--- config.mk ---
export PLATFORM = sky130hd
export DESIGN_NAME = tile_query_string
export DESIGN_NICKNAME = d
export VERILOG_FILES = /design/src/rtl/tqs_pkg.sv /design/src/rtl/tqs_tile.sv /design/src/rtl/tqs_ctrl.sv /design/src/rtl/tile_query_string.sv
export SDC_FILE = /design/constraint.sdc
export NUM_CORES = 1
export LEC_CHECK = 0
export CAP_MARGIN = 0
export CELL_PAD_IN_SITES_DETAIL_PLACEMENT = 1
export CELL_PAD_IN_SITES_GLOBAL_PLACEMENT = 1
export CORE_UTILIZATION = 55
export CTS_BUF_LIST = sky130_fd_sc_hd__clkbuf_2
export CTS_CLUSTER_DIAMETER = 100
export DETAILED_ROUTE_END_ITERATION = 12
export DONT_BUFFER_PORTS = 1
export GPL_TIMING_DRIVEN = 0
export PLACE_DENSITY_LB_ADDON = 0.1
export SETUP_SLACK_MARGIN = 0.2
export SLEW_MARGIN = 0
export SYNTH_ARGS = -nofsm -noshare
export SYNTH_HDL_FRONTEND = slang
export SYNTH_SLANG_ARGS = --single-unit
--- constraint.sdc ---
create_clock -name clk_i -period 1.69 [get_ports clk_i]
set_input_delay 0.338 -clock clk_i [delete_from_list [all_inputs] [get_ports clk_i]]
set_output_delay 0.338 -clock clk_i [all_outputs]
set_load 0.03 [all_outputs]
--- src/rtl/tqs_pkg.sv ---
package tqs_pkg;
  localparam int unsigned MAX_W = 64;

  // Sum constants must follow the ripple carry from a zero carry-in.
  function automatic bit chain_ok(input logic [MAX_W-1:0] a, input logic [MAX_W-1:0] b,
                                  input logic [MAX_W-1:0] s, input int unsigned n);
    logic c;
    bit   ok;
    c  = 1'b0;
    ok = 1'b1;
    for (int unsigned i = 0; i < MAX_W; i++) begin
      if (i < n) begin
        if (s[i] != (a[i] ^ b[i] ^ c)) ok = 1'b0;
        c = (a[i] & b[i]) | (c & (a[i] ^ b[i]));
      end
    end
    return ok;
  endfunction
endpackage

--- src/rtl/tqs_tile.sv ---
module tqs_tile #(
  parameter logic A_BIT = 1'b0,
  parameter logic B_BIT = 1'b0,
  parameter logic S_BIT = 1'b0
) (
  input  logic clk_i,
  input  logic rst_ni,
  input  logic load_i,
  input  logic qa_i,
  input  logic qb_i,
  output logic qa_o,
  output logic qb_o,
  input  logic dn_i,
  output logic dn_o,
  input  logic up_i,
  output logic up_o,
  input  logic latch_i,
  input  logic shift_i,
  input  logic s_i,
  output logic s_o
);
  logic qa_q, qb_q, dn_q, up_q, s_q;
  logic hit;

  assign hit = (qa_q == A_BIT) && (qb_q == B_BIT);

  always_ff @(posedge clk_i or negedge rst_ni) begin
    if (!rst_ni) begin
      qa_q <= 1'b0;
      qb_q <= 1'b0;
      dn_q <= 1'b0;
      up_q <= 1'b0;
      s_q  <= 1'b0;
    end else if (load_i) begin
      qa_q <= qa_i;
      qb_q <= qb_i;
      dn_q <= 1'b0;
      up_q <= 1'b0;
      s_q  <= 1'b0;
    end else begin
      if (dn_i && hit) dn_q <= 1'b1;
      if (up_i) up_q <= 1'b1;
      if (latch_i)      s_q <= S_BIT;
      else if (shift_i) s_q <= s_i;
    end
  end

  assign qa_o = qa_q;
  assign qb_o = qb_q;
  assign dn_o = dn_q;
  assign up_o = up_q;
  assign s_o  = s_q;
endmodule

--- src/rtl/tqs_ctrl.sv ---
module tqs_ctrl #(
  parameter int unsigned N = 4
) (
  input  logic clk_i,
  input  logic rst_ni,
  input  logic load_i,
  input  logic head_up_i,
  input  logic tail_s_i,
  output logic launch_o,
  output logic latch_o,
  output logic shift_o,
  output logic resp_valid_o,
  output logic resp_bit_o
);
  localparam int unsigned CW = $clog2(N + 1);

  logic          load_q, done_q, rv_q, rb_q;
  logic [CW-1:0] cnt_q;

  assign launch_o = load_q && !load_i;
  assign latch_o  = head_up_i && !done_q && !load_i;
  assign shift_o  = (cnt_q != '0) && !load_i;

  always_ff @(posedge clk_i or negedge rst_ni) begin
    if (!rst_ni) begin
      load_q <= 1'b0;
      done_q <= 1'b0;
      cnt_q  <= '0;
      rv_q   <= 1'b0;
      rb_q   <= 1'b0;
    end else begin
      load_q <= load_i;
      if (load_i) begin
        done_q <= 1'b0;
        cnt_q  <= '0;
        rv_q   <= 1'b0;
        rb_q   <= 1'b0;
      end else if (latch_o) begin
        done_q <= 1'b1;
        cnt_q  <= CW'(N);
        rv_q   <= 1'b0;
        rb_q   <= 1'b0;
      end else if (cnt_q != '0) begin
        cnt_q <= cnt_q - 1'b1;
        rv_q  <= 1'b1;
        rb_q  <= tail_s_i;
      end else begin
        rv_q <= 1'b0;
        rb_q <= 1'b0;
      end
    end
  end

  assign resp_valid_o = rv_q;
  assign resp_bit_o   = rb_q;
endmodule

--- src/rtl/tile_query_string.sv ---
module tile_query_string #(
  parameter int unsigned N = 4,
  parameter logic [N-1:0] TILE_A = N'(3),
  parameter logic [N-1:0] TILE_B = N'(5),
  parameter logic [N-1:0] TILE_S = N'(8)
) (
  input  logic clk_i,
  input  logic rst_ni,
  input  logic load_i,
  input  logic qa_i,
  input  logic qb_i,
  output logic match_o,
  output logic resp_valid_o,
  output logic resp_bit_o
);
  generate
    if (!tqs_pkg::chain_ok(64'(TILE_A), 64'(TILE_B), 64'(TILE_S), N)) begin : g_bad_chain
      $error("tile constants break the carry chain");
    end
  endgenerate

  logic [N:0]   qa_c, qb_c, dn_c, s_c;
  logic [N-1:0] up_in, up_out;
  logic         launch, latch, shift;

  assign qa_c[0] = qa_i;
  assign qb_c[0] = qb_i;
  assign dn_c[0] = launch;
  assign s_c[0]  = 1'b0;

  for (genvar k = 0; k < N; k++) begin : g_tile
    if (k == N - 1) begin : g_reflect
      assign up_in[k] = dn_c[k+1];
    end else begin : g_pass
      assign up_in[k] = up_out[k+1];
    end

    tqs_tile #(
      .A_BIT(TILE_A[k]),
      .B_BIT(TILE_B[k]),
      .S_BIT(TILE_S[k])
    ) u_tile (
      .clk_i  (clk_i),
      .rst_ni (rst_ni),
      .load_i (load_i),
      .qa_i   (qa_c[k]),
      .qb_i   (qb_c[k]),
      .qa_o   (qa_c[k+1]),
      .qb_o   (qb_c[k+1]),
      .dn_i   (dn_c[k]),
      .dn_o   (dn_c[k+1]),
      .up_i   (up_in[k]),
      .up_o   (up_out[k]),
      .latch_i(latch),
      .shift_i(shift),
      .s_i    (s_c[k]),
      .s_o    (s_c[k+1])
    );
  end

  tqs_ctrl #(.N(N)) u_ctrl (
    .clk_i       (clk_i),
    .rst_ni      (rst_ni),
    .load_i      (load_i),
    .head_up_i   (up_out[0]),
    .tail_s_i    (s_c[N]),
    .launch_o    (launch),
    .latch_o     (latch),
    .shift_o     (shift),
    .resp_valid_o(resp_valid_o),
    .resp_bit_o  (resp_bit_o)
  );

  assign match_o = up_out[0];
endmodule

==> flow_metrics.py <==
metrics = {
    "status": {
        "status": "complete, no violations",
    },
    "yosys": {
        "synth_edf_count": 0,
        "postSynth.asyncResetShare_pct": 100,
        "ys_ff_latch": 24,
        "synth_cell_types": 16,
        "ys_seq_area_share_pct": 64.3,
        "netlist_top_cells_count": "24 x dfrtp_1, 20 x nor2_1, 4 x inv_1, 4 x mux2_4, 4 x nand2_1",
        "synth_top_area_share_pct": 64.3,
        "synth_most_common_cell": "dfrtp_1",
        "syn_nets": 84,
        "syn_inst": 77,
        "syn_area_um2": 933,
        "ys_warn_count": 0,
        "syn_area_per_cell_um2": 12.1,
        "yosys.area.top_type": "dfrtp_1",
        "synth_ff_type": "dfrtp_1",
        "synthTopCellsByArea": "dfrtp_1 64%, nor2_1 8.0%, mux2_4 6.4%, ha_1 2.7%, buf_6 2.4%",
    },
    "detailed_routing": {
        "drc": 0,
        "via_per_inst": 5.35,
        "drt-initial-drc-count": 0,
        "drtAntennaViolNets": 0,
        "dr.pass1.iters": 1,
        "routedWlPerCell_um": 15.3,
        "vias": 530,
        "routed_wl_um": 1510,
    },
    "cells_and_area": {
        "drive_gt1_share_pct": 14.5,
        "finalNetCount": 91,
        "num_antenna_cells": 0,
        "syn2layout_area_growth_pct": 6.30,
        "fillCellCount": 163,
    },
    "place": {
        "finalWeightedCongestion": 0.739,
        "numPortBuffers": 0,
        "dpl.hpwl_um": 1060,
    },
    "cts": {
        "cts_buffers": 3,
        "root_buffer": "clkbuf_2",
        "cts_tree": "done",
        "clk_pin_slew_ns": 0.21,
        "post_cts.resized_instances": 0,
        "h-tree-depth": 1,
        "cts.path.max_buffers": 2,
        "insertion_delay_ns": 0.34,
        "cts_sinks": 24,
    },
    "sta": {
        "min_period_ns": 1.28,
        "fin_skew_ns": 0.00856,
        "fmax_mhz": 778,
        "rsz0062_at_grt": "no",
        "setup_viol": 0,
        "maxSlewViolCount": 0,
        "setup_tns_ns": 0,
        "worst_slew_pin_slew_ns": 1.01,
        "finalHoldViolations": 0,
        "period_share_pct": 76.0,
        "max-slew-margin-rel_pct": 32.2,
    },
    "worst_hold_path": {
        "min_path_type": "in -> reg",
        "hold_end": "g_tile[0].u_tile.qb_o$_DFFE_PN0P_",
        "worstHoldPathCells": 1,
        "worstHoldStart": "qb_i",
    },
    "worst_setup_path": {
        "cp_max_fo": 4,
        "crit_required_ns": 1.35,
        "critical_path_class": "reg -> out",
        "rr_endpoint": "u_ctrl.cnt_q[0]$_DFFE_PN0P_",
        "endpoint_kind": "primary output",
        "cp_data_arrival_time_ns": 0.95,
        "r2r-start": "u_ctrl.cnt_q[0]$_DFFE_PN0P_",
        "ff2ff_path_depth": 5,
        "reg2reg_setup_slack_ns": 0.48,
        "critPathLaunchType": "flop",
    },
    "global_route": {
        "antenna_found_initial": 0,
        "gr-total-overflow": 0,
        "grt_start_max_net_pins": 25,
        "grt_pass1_wl_um": 2710,
        "grt_use_total_pct": 21.2,
        "grt_pass1_vias": 580,
    },
    "floorplan": {
        "initial_utilization_pct": 60.6,
        "core_area_mm2": 0.00154,
        "pin_count": 8,
        "die_w_um": 43.2,
        "die_h_um": 43.2,
        "die_area_mm2": 0.00187,
        "row_count": 14,
    },
    "power_and_ir_drop": {
        "leakagePower_uw": 0.000486,
        "power_density_mw_per_mm2": 1210,
        "irDropWorstVdd_v": 0.000710,
        "power_uw": 1200,
    },
    "flow_run": {
        "maxCapViolCount": 0,
    },
}
[worst reg2reg max path: stages, from the launching register on]
cell,delay (ns)
dfrtp_1,0.37
inv_1,0.07
ha_1,0.24
and2b_2,0.23
xnor2_1,0.16
nor2_1,0.06
[metal layers]
| layer | global-route usage [%] | vias up | wire length [um] |
|---|---|---|---|
| met5 | 0 | - | 0 |
| met4 | 10.9 | 0 | 28 |
| li1 | - | 261 | - |
| met1 | 26.3 | 255 | 708 |
| met3 | 6.81 | 3 | 38 |
| met2 | 33.1 | 11 | 737 |
[sequential cells by signal, summed over array words and instances, names as in the netlist]
| signal | flops |
|---|---|
| u_ctrl.resp_bit_o | 1 |
| g_tile.u_tile.s_o | 1 |
| u_ctrl.done_q | 1 |
| g_tile.u_tile.up_o | 4 |
| g_tile.u_tile.qa_o | 4 |
| u_ctrl.load_q | 1 |
| g_tile.u_tile.qb_o | 4 |
| u_ctrl.cnt_q | 3 |
| u_ctrl.resp_valid_o | 1 |
| g_tile.u_tile.dn_o | 4 |
[cell families after synthesis]
logic type	share of synthesized area (%)
XOR/XNOR	0.939
multiplexers	9.92
buffers and inverters	4.02
AO/OA/AOI/OAI	5.50
flip-flops	64.3
AND/OR/NAND/NOR	12.6
adder cells (fa/ha/maj)	2.68
[stage by stage]
stage | util, % | hold WS, ns | instance area [um^2] | setup slack (ns) | instances
floorplan | - | 0.0424 | 933 | 0.622 | 77
global placement | 61.9 | 0.0428 | 953 | 0.560 | 93
detailed placement | 61.9 | 0.0430 | 953 | 0.499 | 93
CTS | 64.4 | 0.116 | 992 | 0.384 | 99
global route | 64.4 | 0.0973 | 992 | 0.327 | 99
finish | 64.4 | 0.130 | 992 | 0.405 | 99
[how the worst max path moves through the flow]
stage                                            from                           to  slack (ns)  cells after the start
floorplan                 u_ctrl.cnt_q[0]$_DFFE_PN0P_  u_ctrl.cnt_q[0]$_DFFE_PN0P_        0.62                      5
global placement          u_ctrl.cnt_q[0]$_DFFE_PN0P_  u_ctrl.cnt_q[0]$_DFFE_PN0P_        0.56                      5
detailed placement        u_ctrl.cnt_q[0]$_DFFE_PN0P_  u_ctrl.cnt_q[0]$_DFFE_PN0P_        0.50                      5
CTS                 g_tile[0].u_tile.up_o$_DFFE_PN0P_                      match_o        0.38                      0
global route        g_tile[0].u_tile.up_o$_DFFE_PN0P_                      match_o        0.33                      0
finish              g_tile[0].u_tile.up_o$_DFFE_PN0P_                      match_o        0.41                      0
[power by group]
part | switching (uW) | internal, uW | total (uW) | leakage, uW
Combinational | 139 | 133 | 272 | 0.000159
Sequential | 64.5 | 646 | 711 | 0.000313
Clock | 167 | 51.4 | 218 | 0.0000140
Total | 371 | 831 | 1200 | 0.000486
[layout by cell type, fill, tap and decap left out]
master / netlist / layout
a211oi_1: 1 / 1
a21oi_1: 3 / 3
a31oi_1: 3 / 3
and2b_2: 1 / 1
buf_6: 2 / 2
clkbuf_2: 0 / 3
clkinv_1: 0 / 1
dfrtp_1: 24 / 24
dlygate4sd3_1: 0 / 2
ha_1: 2 / 2
inv_1: 4 / 4
mux2_2: 2 / 2
mux2_4: 4 / 4
mux2i_1: 1 / 1
nand2_1: 4 / 4
nand2b_1: 3 / 3
nor2_1: 20 / 20
o21ai_0: 2 / 2
xnor2_1: 1 / 1
[timing repair]
| item | 4_1_cts | 5_1_grt |
|---|---|---|
| endpoints found under the hold margin | 25 | 0 |
| buffers inserted | 0 | 0 |
| hold buffers | 2 | 0 |
[cell type report]
class                   count  area (um^2)  share of cell area, %
repair buffers              2         20.0                   2.02
inverters                   4         15.0                   1.51
multi-input cells          47          295                   29.8
clock inverters             1         3.75                  0.378
flip-flops and latches     24          601                   60.5
well taps                  16         20.0                   2.02
clock buffers               3         15.0                   1.51
plain buffers               2         22.5                   2.27
Power figures use the tool's default switching activity.
